<file path="src/rtl/irqd_pkg.sv">
package irqd_pkg;
   localparam int VEC_W  = 8;
   localparam int DEST_W = 8;
   localparam int MODE_W = 3;

   typedef enum logic [MODE_W-1:0] {
      DM_FIXED  = 3'd0,
      DM_LOWPRI = 3'd1,
      DM_SMI    = 3'd2,
      DM_RSVD_A = 3'd3,
      DM_NMI    = 3'd4,
      DM_INIT   = 3'd5,
      DM_RSVD_B = 3'd6,
      DM_EXTERN = 3'd7
   } dmode_e;

   typedef struct packed {
      logic [DEST_W-1:0] dest;
      logic              mask;
      logic              trigger;
      logic              polarity;
      logic              dest_mode;
      dmode_e            mode;
      logic [VEC_W-1:0]  vector;
   } redir_t;

   localparam int ENTRY_W = $bits(redir_t);

   function automatic logic mode_reserved(dmode_e m);
      return (m == DM_RSVD_A) || (m == DM_RSVD_B);
   endfunction
endpackage

</file>
<file path="src/rtl/irqd_pending.sv">
module irqd_pending #(
   parameter int NUM_LINES = 8
) (
   input  logic                 clk,
   input  logic                 rst_n,
   input  logic [NUM_LINES-1:0] lines_i,
   input  logic [NUM_LINES-1:0] clear_i,
   output logic [NUM_LINES-1:0] pend_o
);
   logic [NUM_LINES-1:0] prev_q;
   logic [NUM_LINES-1:0] rise;

   assign rise = lines_i & ~prev_q;

   always_ff @(posedge clk or negedge rst_n) begin
      if (!rst_n) begin
         prev_q <= '0;
         pend_o <= '0;
      end else begin
         prev_q <= lines_i;
         pend_o <= (pend_o & ~clear_i) | rise;
      end
   end

   for (genvar g = 0; g < NUM_LINES; g++) begin : g_chk
      // an edge always leaves the line pending
      a_r8_edge_latches: assert property (@(posedge clk) disable iff (!rst_n)
         rise[g] |=> pend_o[g]);
      // pending survives until the dispatcher clears it
      a_r8_pending_holds: assert property (@(posedge clk) disable iff (!rst_n)
         pend_o[g] && !clear_i[g] |=> pend_o[g]);
   end
endmodule

</file>
<file path="src/rtl/irqd_pick.sv">
module irqd_pick #(
   parameter int NUM_LINES = 8,
   localparam int IDX_W = (NUM_LINES > 1) ? $clog2(NUM_LINES) : 1
) (
   input  logic [NUM_LINES-1:0] req_i,
   output logic                 any_o,
   output logic [IDX_W-1:0]     idx_o
);
   assign any_o = |req_i;

   if (NUM_LINES == 1) begin : g_single
      assign idx_o = '0;
   end else begin : g_multi
      always_comb begin
         idx_o = '0;
         for (int i = NUM_LINES - 1; i >= 0; i--) begin
            if (req_i[i]) idx_o = i[IDX_W-1:0];
         end
      end
   end
endmodule

</file>
<file path="src/rtl/irqd_dispatch.sv">
module irqd_dispatch
   import irqd_pkg::*;
#(
   parameter int NUM_LINES = 8,
   localparam int IDX_W  = (NUM_LINES > 1) ? $clog2(NUM_LINES) : 1,
   localparam int LIDX_W = $clog2(DEST_W)
) (
   input  logic                 clk,
   input  logic                 rst_n,
   input  logic                 any_i,
   input  logic [IDX_W-1:0]     idx_i,
   input  redir_t               entry_i,
   input  logic                 msg_ready_i,
   input  logic                 ext_vld_i,
   input  logic [VEC_W-1:0]     ext_vector_i,
   output logic [NUM_LINES-1:0] clear_o,
   output logic                 msg_valid_o,
   output logic [DEST_W-1:0]    msg_dest_o,
   output logic [VEC_W-1:0]     msg_vector_o,
   output logic [MODE_W-1:0]    msg_mode_o,
   output logic                 msg_dest_mode_o,
   output logic                 msg_level_o,
   output logic                 msg_trigger_o,
   output logic                 ext_req_o,
   output logic                 err_o
);
   typedef enum logic [1:0] {ST_IDLE, ST_FETCH, ST_SEND} st_e;

   st_e               state_q;
   logic [IDX_W-1:0]  idx_q;
   logic [DEST_W-1:0] dest_q;
   logic [DEST_W-1:0] rem_q;
   logic [VEC_W-1:0]  vec_q;
   dmode_e            mode_q;
   logic              dm_q, pol_q, trig_q;
   logic              req_q, err_q;

   logic              drop, drop_err, accept, burst_done;
   logic [DEST_W-1:0] rem_nxt;
   logic [LIDX_W-1:0] low_idx;

   assign drop     = entry_i.mask || mode_reserved(entry_i.mode) ||
                     (entry_i.dest_mode && (entry_i.dest == '0));
   assign drop_err = !entry_i.mask && mode_reserved(entry_i.mode);

   always_comb begin
      low_idx = '0;
      for (int i = DEST_W - 1; i >= 0; i--) begin
         if (rem_q[i]) low_idx = i[LIDX_W-1:0];
      end
   end

   assign rem_nxt    = rem_q & (rem_q - 1'b1);
   assign accept     = (state_q == ST_SEND) && msg_ready_i;
   assign burst_done = accept && (!dm_q || (rem_nxt == '0));

   always_comb begin
      for (int i = 0; i < NUM_LINES; i++) begin
         clear_o[i] = ((state_q == ST_IDLE) && any_i && drop && (idx_i == i[IDX_W-1:0])) ||
                      (burst_done && (idx_q == i[IDX_W-1:0]));
      end
   end

   always_ff @(posedge clk or negedge rst_n) begin
      if (!rst_n) begin
         state_q <= ST_IDLE;
         idx_q   <= '0;
         dest_q  <= '0;
         rem_q   <= '0;
         vec_q   <= '0;
         mode_q  <= DM_FIXED;
         dm_q    <= 1'b0;
         pol_q   <= 1'b0;
         trig_q  <= 1'b0;
         req_q   <= 1'b0;
         err_q   <= 1'b0;
      end else begin
         req_q <= 1'b0;
         err_q <= 1'b0;
         case (state_q)
            ST_IDLE: begin
               if (any_i) begin
                  if (drop) begin
                     err_q <= drop_err;
                  end else begin
                     idx_q  <= idx_i;
                     dest_q <= entry_i.dest;
                     rem_q  <= entry_i.dest;
                     vec_q  <= entry_i.vector;
                     mode_q <= entry_i.mode;
                     dm_q   <= entry_i.dest_mode;
                     pol_q  <= entry_i.polarity;
                     trig_q <= entry_i.trigger;
                     if (entry_i.mode == DM_EXTERN) begin
                        state_q <= ST_FETCH;
                        req_q   <= 1'b1;
                     end else begin
                        state_q <= ST_SEND;
                     end
                  end
               end
            end
            ST_FETCH: begin
               if (ext_vld_i) begin
                  vec_q   <= ext_vector_i;
                  state_q <= ST_SEND;
               end
            end
            ST_SEND: begin
               if (accept) begin
                  if (burst_done) state_q <= ST_IDLE;
                  else            rem_q   <= rem_nxt;
               end
            end
            default: state_q <= ST_IDLE;
         endcase
      end
   end

   assign msg_valid_o     = (state_q == ST_SEND);
   assign msg_dest_o      = dm_q ? {{(DEST_W-LIDX_W){1'b0}}, low_idx} : dest_q;
   assign msg_vector_o    = vec_q;
   assign msg_mode_o      = mode_q;
   assign msg_dest_mode_o = dm_q;
   assign msg_level_o     = pol_q;
   assign msg_trigger_o   = trig_q;
   assign ext_req_o       = req_q;
   assign err_o           = err_q;

   // a stalled message keeps every field
   a_r10_stall_stable: assert property (@(posedge clk) disable iff (!rst_n)
      msg_valid_o && !msg_ready_i |=> msg_valid_o && $stable(msg_dest_o) &&
      $stable(msg_vector_o) && $stable(msg_mode_o) && $stable(msg_dest_mode_o) &&
      $stable(msg_level_o) && $stable(msg_trigger_o));
   // the vector request is a single-cycle pulse
   a_r4_req_pulse: assert property (@(posedge clk) disable iff (!rst_n)
      ext_req_o |=> !ext_req_o);
   // no message before the external vector arrives
   a_r4_wait_vector: assert property (@(posedge clk) disable iff (!rst_n)
      state_q == ST_FETCH && !ext_vld_i |=> !msg_valid_o);
   // an error pulse never coincides with a message
   a_r5_err_no_msg: assert property (@(posedge clk) disable iff (!rst_n)
      err_o |-> !msg_valid_o);
   // the error indication lasts one cycle
   a_r5_err_pulse: assert property (@(posedge clk) disable iff (!rst_n)
      err_o |=> !err_o);
   // each accepted burst message retires exactly one bitmap bit
   a_r7_burst_step: assert property (@(posedge clk) disable iff (!rst_n)
      accept && dm_q && !burst_done |=>
      $countones(rem_q) == $past($countones(rem_q)) - 1);
endmodule

</file>
<file path="src/rtl/irq_redirect_dispatch.sv">
module irq_redirect_dispatch
   import irqd_pkg::*;
#(
   parameter int NUM_LINES = 8,
   localparam int IDX_W = (NUM_LINES > 1) ? $clog2(NUM_LINES) : 1
) (
   input  logic                         clk,
   input  logic                         rst_n,
   input  logic [NUM_LINES-1:0]         irq_lines_i,
   input  logic [NUM_LINES*ENTRY_W-1:0] table_i,
   input  logic                         msg_ready_i,
   input  logic                         ext_vld_i,
   input  logic [VEC_W-1:0]             ext_vector_i,
   output logic                         msg_valid_o,
   output logic [DEST_W-1:0]            msg_dest_o,
   output logic [VEC_W-1:0]             msg_vector_o,
   output logic [MODE_W-1:0]            msg_mode_o,
   output logic                         msg_dest_mode_o,
   output logic                         msg_level_o,
   output logic                         msg_trigger_o,
   output logic                         ext_req_o,
   output logic                         err_o
);
   if (NUM_LINES < 1 || NUM_LINES > 64) begin : g_bad_lines
      $error("irq_redirect_dispatch: NUM_LINES must be 1..64");
   end
   if (DEST_W != 8) begin : g_bad_dest
      $error("irq_redirect_dispatch: destination bitmap must be 8 bits");
   end

   logic [NUM_LINES-1:0] pend, clear;
   logic                 any;
   logic [IDX_W-1:0]     idx;
   redir_t               ent_arr [NUM_LINES];
   redir_t               entry_sel;

   for (genvar g = 0; g < NUM_LINES; g++) begin : g_unpack
      assign ent_arr[g] = redir_t'(table_i[g*ENTRY_W +: ENTRY_W]);
   end
   assign entry_sel = ent_arr[idx];

   irqd_pending #(.NUM_LINES(NUM_LINES)) pend_i (
      .clk     (clk),
      .rst_n   (rst_n),
      .lines_i (irq_lines_i),
      .clear_i (clear),
      .pend_o  (pend)
   );

   irqd_pick #(.NUM_LINES(NUM_LINES)) pick_i (
      .req_i (pend),
      .any_o (any),
      .idx_o (idx)
   );

   irqd_dispatch #(.NUM_LINES(NUM_LINES)) disp_i (
      .clk             (clk),
      .rst_n           (rst_n),
      .any_i           (any),
      .idx_i           (idx),
      .entry_i         (entry_sel),
      .msg_ready_i     (msg_ready_i),
      .ext_vld_i       (ext_vld_i),
      .ext_vector_i    (ext_vector_i),
      .clear_o         (clear),
      .msg_valid_o     (msg_valid_o),
      .msg_dest_o      (msg_dest_o),
      .msg_vector_o    (msg_vector_o),
      .msg_mode_o      (msg_mode_o),
      .msg_dest_mode_o (msg_dest_mode_o),
      .msg_level_o     (msg_level_o),
      .msg_trigger_o   (msg_trigger_o),
      .ext_req_o       (ext_req_o),
      .err_o           (err_o)
   );

   // at most one line is retired per cycle
   a_r9_single_clear: assert property (@(posedge clk) disable iff (!rst_n)
      $onehot0(clear));
   // only a pending line can be retired
   a_r9_clear_pending: assert property (@(posedge clk) disable iff (!rst_n)
      (clear & ~pend) == '0);
endmodule

</file>
<file path="config.mk">
export PLATFORM = sky130hd
export DESIGN_NAME = irq_redirect_dispatch
export DESIGN_NICKNAME = d
export VERILOG_FILES = /design/src/rtl/irqd_pkg.sv /design/src/rtl/irqd_pending.sv /design/src/rtl/irqd_pick.sv /design/src/rtl/irqd_dispatch.sv /design/src/rtl/irq_redirect_dispatch.sv
export SDC_FILE = /design/constraint.sdc
export NUM_CORES = 1
export LEC_CHECK = 0
export BUFFER_PORTS_ARGS = -buffer_cell sky130_fd_sc_hd__buf_2
export CORE_ASPECT_RATIO = 0.75
export CORE_MARGIN = 8
export CORE_UTILIZATION = 29
export DETAILED_ROUTE_END_ITERATION = 10
export GPL_TIMING_DRIVEN = 0
export PLACE_DENSITY_LB_ADDON = 0.05
export SYNTH_ARGS = -nofsm -noshare
export SYNTH_HDL_FRONTEND = slang
export SYNTH_SLANG_ARGS = --single-unit
</file>
<file path="constraint.sdc">
create_clock -name clk -period 4.03 [get_ports clk]
set_clock_uncertainty 0.05 [all_clocks]
set_input_delay 0.403 -clock clk [delete_from_list [all_inputs] [get_ports clk]]
set_output_delay 0.403 -clock clk [all_outputs]
set_load 0.02 [all_outputs]
</file>
== Word level (Yosys, flattened, before mapping) ==
Index checks and enable logic that the tools add are counted.
Cells by class
  $add $sub $neg: 1
  reduce and logical (&&, ||, !) cells: 48
  order comparisons: 1
  equality and inequality tests: 25
  multiplexer cells: 43
  bitwise operators: 8
Operators with widths (count)
  $bmux 23 s3: 1
  $mux 8: 8
  $mux 3: 16
  $mux 23: 2
  $pmux 8 s2: 2
  $eq 3x3->1 const B: 10
  $and 8x8->8: 3
  $logic_and 1x1->1: 22
  $logic_not 8->1: 2
  $not 8->8: 2
  $eq 3x2->1 const B: 5
  $logic_or 1x1->1: 12
  $mux 2: 6
  $reduce_and 5->1: 2
  $or 8x8->8: 1
  $reduce_or 8->1: 1
  $sub 8x1->8 const B: 1
  $mux 1: 7
  $eq 3x1->1 const B: 2
  $logic_not 3->1: 2
  $ne 2x1->1 const B: 3
  $ne 2x2->1 const B: 3
  $pmux 2 s3: 1
  $ge 4x4->1 const B: 1
  9 further kinds: 11
Storage, ports and cells
  logic and storage cells: 139
  register bits: 53

== Depth between registers and ports, before layout ==
  depth after elaboration: 22
  mapped depth: 13

== Cells and area by module ==
A second synthesis with hierarchy kept.
Second synthesis, totals
  cells, all modules: 347
  area, all modules: 4120.2 um2
By module, submodules not included
  irqd_dispatch: cells an instance 213, sequential area each 925.9 um2, area each 1956.9 um2, times used 1
  irq_redirect_dispatch: cells an instance 81, sequential area each 0.0 um2, area each 1521.5 um2, times used 1
  irqd_pending: cells an instance 40, sequential area each 400.4 um2, area each 560.5 um2, times used 1
  irqd_pick: cells an instance 13, sequential area each 0.0 um2, area each 81.3 um2, times used 1

== Worst setup path before layout ==
Ideal clock, no wire load.
  path type: register -> register
  from: register pend_i.pend_o[5]
  to: register disp_i.mode_q[1] (netlist: disp_i.msg_mode_o[1])
  path slack: 0.655 ns
  period minus slack after synthesis: 3.375 ns
  stages on the path, launching flop included: 13
  buffers on the path: 3
  required time: 3.852 ns
  arrival: 3.198 ns
  path through: dfrtp_1 -> buf_6 -> or4_4 -> and2_1 -> buf_2 -> a221o_1 -> o22ai_1 -> a211oi_1 -> or4_4 -> a21oi_4 -> and2_4 -> buf_6 -> mux2_1
Between the ends
  word-level cells in the longest chain between the ends: 16
  elaborated cells on any way between the ends: 20
  those cells by class: eq/ne: 2; mux: 9; bitwise: 2; reduce/logical: 7
RTL lines
  start: declaration: RTL line irqd_pending.sv:8  | output logic [NUM_LINES-1:0] pend_o
  start signal: assignment: RTL line irqd_pending.sv:21  | pend_o <= (pend_o & ~clear_i) | rise;
  $mux 3 (6 in series): RTL line irqd_pick.sv:17  | if (req_i[i]) idx_o = i[IDX_W-1:0];
  $not 3->4 (implied by the code): RTL line irq_redirect_dispatch.sv:40  | assign entry_sel = ent_arr[idx];
  $bmux 23 s3: RTL line irq_redirect_dispatch.sv:40
  $mux 23 (implied by the code) (2 in series): RTL line irq_redirect_dispatch.sv:40
  $eq 3x2->1 / $eq 3x3->1 (equally long branches): RTL line irqd_pkg.sv:30  | return (m == DM_RSVD_A) || (m == DM_RSVD_B);
  $logic_or 1x1->1: RTL line irqd_pkg.sv:30
  $logic_or 1x1->1 (2 in series): RTL line irqd_dispatch.sv:42  | assign drop = entry_i.mask || mode_reserved(entry_i.mode) ||
  $not 1->1 (no source line)
  $reduce_and 3->1 (no source line)
  end signal: assignment: RTL line irqd_dispatch.sv:90  | mode_q <= entry_i.mode;
  end: declaration: RTL line irqd_dispatch.sv:34  | dmode_e mode_q;
Parallel ways exist; a longest one is shown, timed or not. The select of a mux whose other input is x is not followed.
A chain may end at the register's enable or synchronous reset.

== Final worst setup path ==
  from: register pend_i.pend_o[6]
  to: register disp_i.idx_q[1]
Between the ends
  word-level cells in the longest chain between the ends: 17
  elaborated cells on any way between the ends: 21
  those cells by class: eq/ne: 2; mux: 10; bitwise: 2; reduce/logical: 7
RTL lines
  $mux 3 (7 in series): RTL line irqd_pick.sv:17
  $not 3->4 (implied by the code): RTL line irq_redirect_dispatch.sv:40
  $bmux 23 s3: RTL line irq_redirect_dispatch.sv:40
  $mux 23 (implied by the code) (2 in series): RTL line irq_redirect_dispatch.sv:40
  $eq 3x2->1 / $eq 3x3->1 (equally long branches): RTL line irqd_pkg.sv:30
  $logic_or 1x1->1: RTL line irqd_pkg.sv:30
  $logic_or 1x1->1 (2 in series): RTL line irqd_dispatch.sv:42
  $not 1->1 (no source line)
  $reduce_and 3->1 (no source line)
  end signal: assignment: RTL line irqd_dispatch.sv:86  | idx_q <= idx_i;
  end: declaration: RTL line irqd_dispatch.sv:30  | logic [IDX_W-1:0] idx_q;
Parallel ways exist; a longest one is shown, timed or not. The select of a mux whose other input is x is not followed.

==> implementation parameters <==
Parameter                              Value

Run status
  Run status    finished clean

Floorplan
  Die X    around 150 um
  Starting density of the core    30.0%
  Core region area    approximately 13000 um^2
  Die outline height    117 um
  Num rows    36
  Die Outline Area    17600 um^2
  I/O pin total    229

Place
  Placed wire-length estimate    16.6 mm
  Worst slack at placement    -0.527 ns
  Count of port buffers added during placement    about 230
  Instance count after placement with tap cells included    848
  GP Congestion    about 0.86
  Area of placed instances    5280 um^2

Setup path
  WS Path Type    reg2reg
  Crit path largest cell delay    0.61 ns
  Ordered cell list for the critical path    nand2b_1, a221oi_2, or3_1, clkbuf_1, a211oi_1, or4_4, a21oi_4, and2_4, buf_6, mux2_1
  Standard cell with the maximum stage delay on the critical path    sky130_fd_sc_hd__a221oi_2
  Kind of cell with the highest combined delay on the critical path    compound AO/OA/AOI/OAI gates
  Data required time of the critical path    around 4.1 ns
  Largest fanout on the critical path    10
  Sort of element at the start of the critical path    flop
  Arrival @ worst endpoint    roughly 4.0 ns
  Critical path buffers and inverters    2
  CP Capture Type    flop

Timing
  Fin. Hold Viols    0
  Worst Hold Slack    0.116 ns
  Fin. max-slew vios    0
  Count of endpoints failing setup in the final report    0
  Fin worst setup slack    0.161 ns
  Max frequency    0.258 GHz
  Part of the cycle the worst path needs    96.0%
  Worst slew margin relative to its limit    39.8%
  Shortest clock period the worst path allows after layout    3.87 ns
  Final-layout setup total negative slack    0 ns
  Least-Margin Pin Slew    between 0.8 and 0.9 ns
  RSZ-0062 raised after global routing    no

Yosys
  Count of warnings emitted by yosys    0
  Sequential element share of the synthesized area    33.8%
  Mean post-synth cell area    about 8.7 um^2
  Async set-reset flop share out of synthesis    100%
  Net count after synthesis    approximately 650
  Post-synth cell types    67
  Post-synthesis instance area    3930 um^2
  Post-synthesis register bit count    53
  Mapped Cells    449
  EDFF count, synth    0
  Main synth FF type    sky130_fd_sc_hd__dfrtp_1

Power and ir drop
  PwrDens    667 nW/um^2
  Static leakage power    0.00253 uW
  Worst VDD drop    0.273 mV

Drt
  Vias per Instance    5.65
  Count of unresolved DRC violations after routing    0
  Routed Wire Length    20.1 mm
  Via count    4850
  Routed wirelength normalized by instance count    around 23 um
  Number of DRC markers in iteration 0    389
  Antenna-violating nets left    0
  Length of the first detailed-routing pass in iterations    8

Cells and area
  Number of nets in the final layout    889
  Area used by multi-input combinational logic    2390 um^2
  Commonest non-fill, non-tap cell in the layout    sky130_fd_sc_hd__buf_2
  Most frequent cells in the layout    sky130_fd_sc_hd__buf_2, sky130_fd_sc_hd__dfrtp_1, sky130_fd_sc_hd__nor2_1, sky130_fd_sc_hd__a221o_1, sky130_fd_sc_hd__o21ai_0
  Final Cell Area    5500 um^2
  Final-layout fill cell count    ~1400
  Final Instance Count excl. Fillers    858
  Reg area    1330 um^2
  Fraction of layout instances using a drive strength above 1    39.2%
  Area overhead of the layout relative to synthesis    40.0%

CTS
  Total number of H-tree levels    2
  Root cell of the clock tree    sky130_fd_sc_hd__clkbuf_16
  Sinks on the clock net    53
  Clock slew seen by the registers of the worst setup and hold paths    0.07 ns
  Clock latency reported for the late side of the worst-skew pair    0.29 ns
  Maximum number of buffers from clock root to sink    2
  CTS tree    yes
  CTS Buf Count    5
  Hold buffer count at CTS    0

Min path
  Type of the most critical hold path    in2async

Global routing
  Largest net degree at the start of global routing    54
  Number of antenna violations at the first check in global routing    1
  Total global-route track usage    22.2%
  Aggregate global routing overflow    0
  Number of global-route vias before repair    a little over 5000
  Global-route wire length before repair    30.0 mm

Run
  Number of maximum-capacitance violations    0
==> flip-flops by register name, indices dropped and copies added, names as in the netlist <==
name and count:
disp_i.dest_q 8, disp_i.msg_vector_o 8, disp_i.rem_q 8, pend_i.pend_o 8, pend_i.prev_q 8, disp_i.idx_q 3
disp_i.msg_mode_o 3, disp_i.state_q 2, disp_i.err_o 1, disp_i.ext_req_o 1, disp_i.msg_dest_mode_o 1, disp_i.msg_level_o 1
disp_i.msg_trigger_o 1
==> path summary, 6_finish.rpt <==
path | cells after the start | slack, ns | from | to
max | 10 | 0.16 | pend_i.pend_o[6] | disp_i.idx_q[1]
min | 1 | 0.12 | rst_n | disp_i.msg_level_o
max reg2reg | 10 | 0.16 | pend_i.pend_o[6] | disp_i.idx_q[1]
min reg2reg | 1 | 0.39 | pend_i.prev_q[0] | pend_i.pend_o[0]
max in group asynchronous | 1 | 3.33 | rst_n | disp_i.msg_mode_o[0]
min in group clk | 1 | 0.19 | irq_lines_i[3] | pend_i.prev_q[3]
==> worst reg2reg max path, cell delays in order, from the launching register on <==
cell	delay (ns)
sky130_fd_sc_hd__dfrtp_1	0.47
sky130_fd_sc_hd__nand2b_1	0.20
sky130_fd_sc_hd__a221oi_2	0.61
sky130_fd_sc_hd__or3_1	0.19
sky130_fd_sc_hd__clkbuf_1	0.36
sky130_fd_sc_hd__a211oi_1	0.28
sky130_fd_sc_hd__or4_4	0.56
sky130_fd_sc_hd__a21oi_4	0.29
sky130_fd_sc_hd__and2_4	0.23
sky130_fd_sc_hd__buf_6	0.17
sky130_fd_sc_hd__mux2_1	0.34
==> where the power goes <==
group / total (uW) / switching [uW] / internal, uW / leakage [uW]
clock: 429 / 197 / 232 / 0.0000641
sequential: 884 / 154 / 730 / 0.000623
combinational: 2350 / 1430 / 922 / 0.00184
total: 3660 / 1780 / 1880 / 0.00253
==> repair_timing <==
item                                   CTS  global route
resized for setup                        9            11
buffers inserted                         0             1
setup endpoints to repair               40            32
gates cloned                             0             0
pin swaps                                1             2
endpoints found under the hold margin    0             0
==> cells by family (layout without fill, tap and decap cells) <==
| family | Yosys count | after routing | share of synthesized area (%) |
|---|---|---|---|
| multiplexers | 12 | 12 | 3.35 |
| flip-flops | 53 | 53 | 33.8 |
| XOR/XNOR | 1 | 1 | 0.223 |
| AO/OA/AOI/OAI | 188 | 188 | 38.1 |
| AND/OR/NAND/NOR | 130 | 130 | 17.5 |
| other | 0 | 1 | 0 |
| adder cells (fa/ha/maj) | 1 | 1 | 0.255 |
| buffers and inverters | 64 | 301 | 6.79 |
==> area by class of cell <==
cell class              instances  share of cell area (%)
diodes                          1                  0.0455
plain buffers                  38                    3.23
clock buffers                   7                    2.41
clock inverters                 1                   0.137
inverters                      26                    1.78
multi-input cells             332                    43.4
flip-flops and latches         53                    24.1
well taps                     171                    3.89
repair buffers                229                    20.9
==> routing by layer <==
| layer | share of wire, % | global-route usage [%] |
|---|---|---|
| met5 | 0 | 0 |
| met4 | 1.9 | 5.78 |
| met1 | 45 | 28.8 |
| met3 | 10 | 7.03 |
| met2 | 43 | 35.2 |
==> metrics by stage <==
step                total power [uW]  utilization, %
floorplan                       2390               -
global route                    3940            41.9
detailed placement              3180            40.3
global placement                3180            40.3
CTS                             3660            41.8
finish                          3660            41.9
==> synth_stat cells, types with 6 or more instances <==
cell	count	area [um^2]
sky130_fd_sc_hd__dfrtp_1	53	1330
sky130_fd_sc_hd__nor2_1	34	128
sky130_fd_sc_hd__a221o_1	31	310
sky130_fd_sc_hd__o21ai_0	30	150
sky130_fd_sc_hd__a221oi_1	29	254
sky130_fd_sc_hd__inv_1	26	97.6
sky130_fd_sc_hd__clkbuf_1	23	86.3
sky130_fd_sc_hd__nand2_1	22	82.6
sky130_fd_sc_hd__nor3_1	17	85.1
sky130_fd_sc_hd__a21oi_1	16	80.1
sky130_fd_sc_hd__mux2_1	9	101
sky130_fd_sc_hd__and2_1	8	50.1
sky130_fd_sc_hd__nand2b_1	8	50.1
sky130_fd_sc_hd__nor4_1	8	50.1
sky130_fd_sc_hd__o221ai_1	8	70.1
sky130_fd_sc_hd__o22ai_1	8	50.1
sky130_fd_sc_hd__o32a_1	8	80.1
sky130_fd_sc_hd__buf_1	6	22.5
sky130_fd_sc_hd__buf_2	6	30.0
Note: power is estimated with default switching activity, not from simulation.
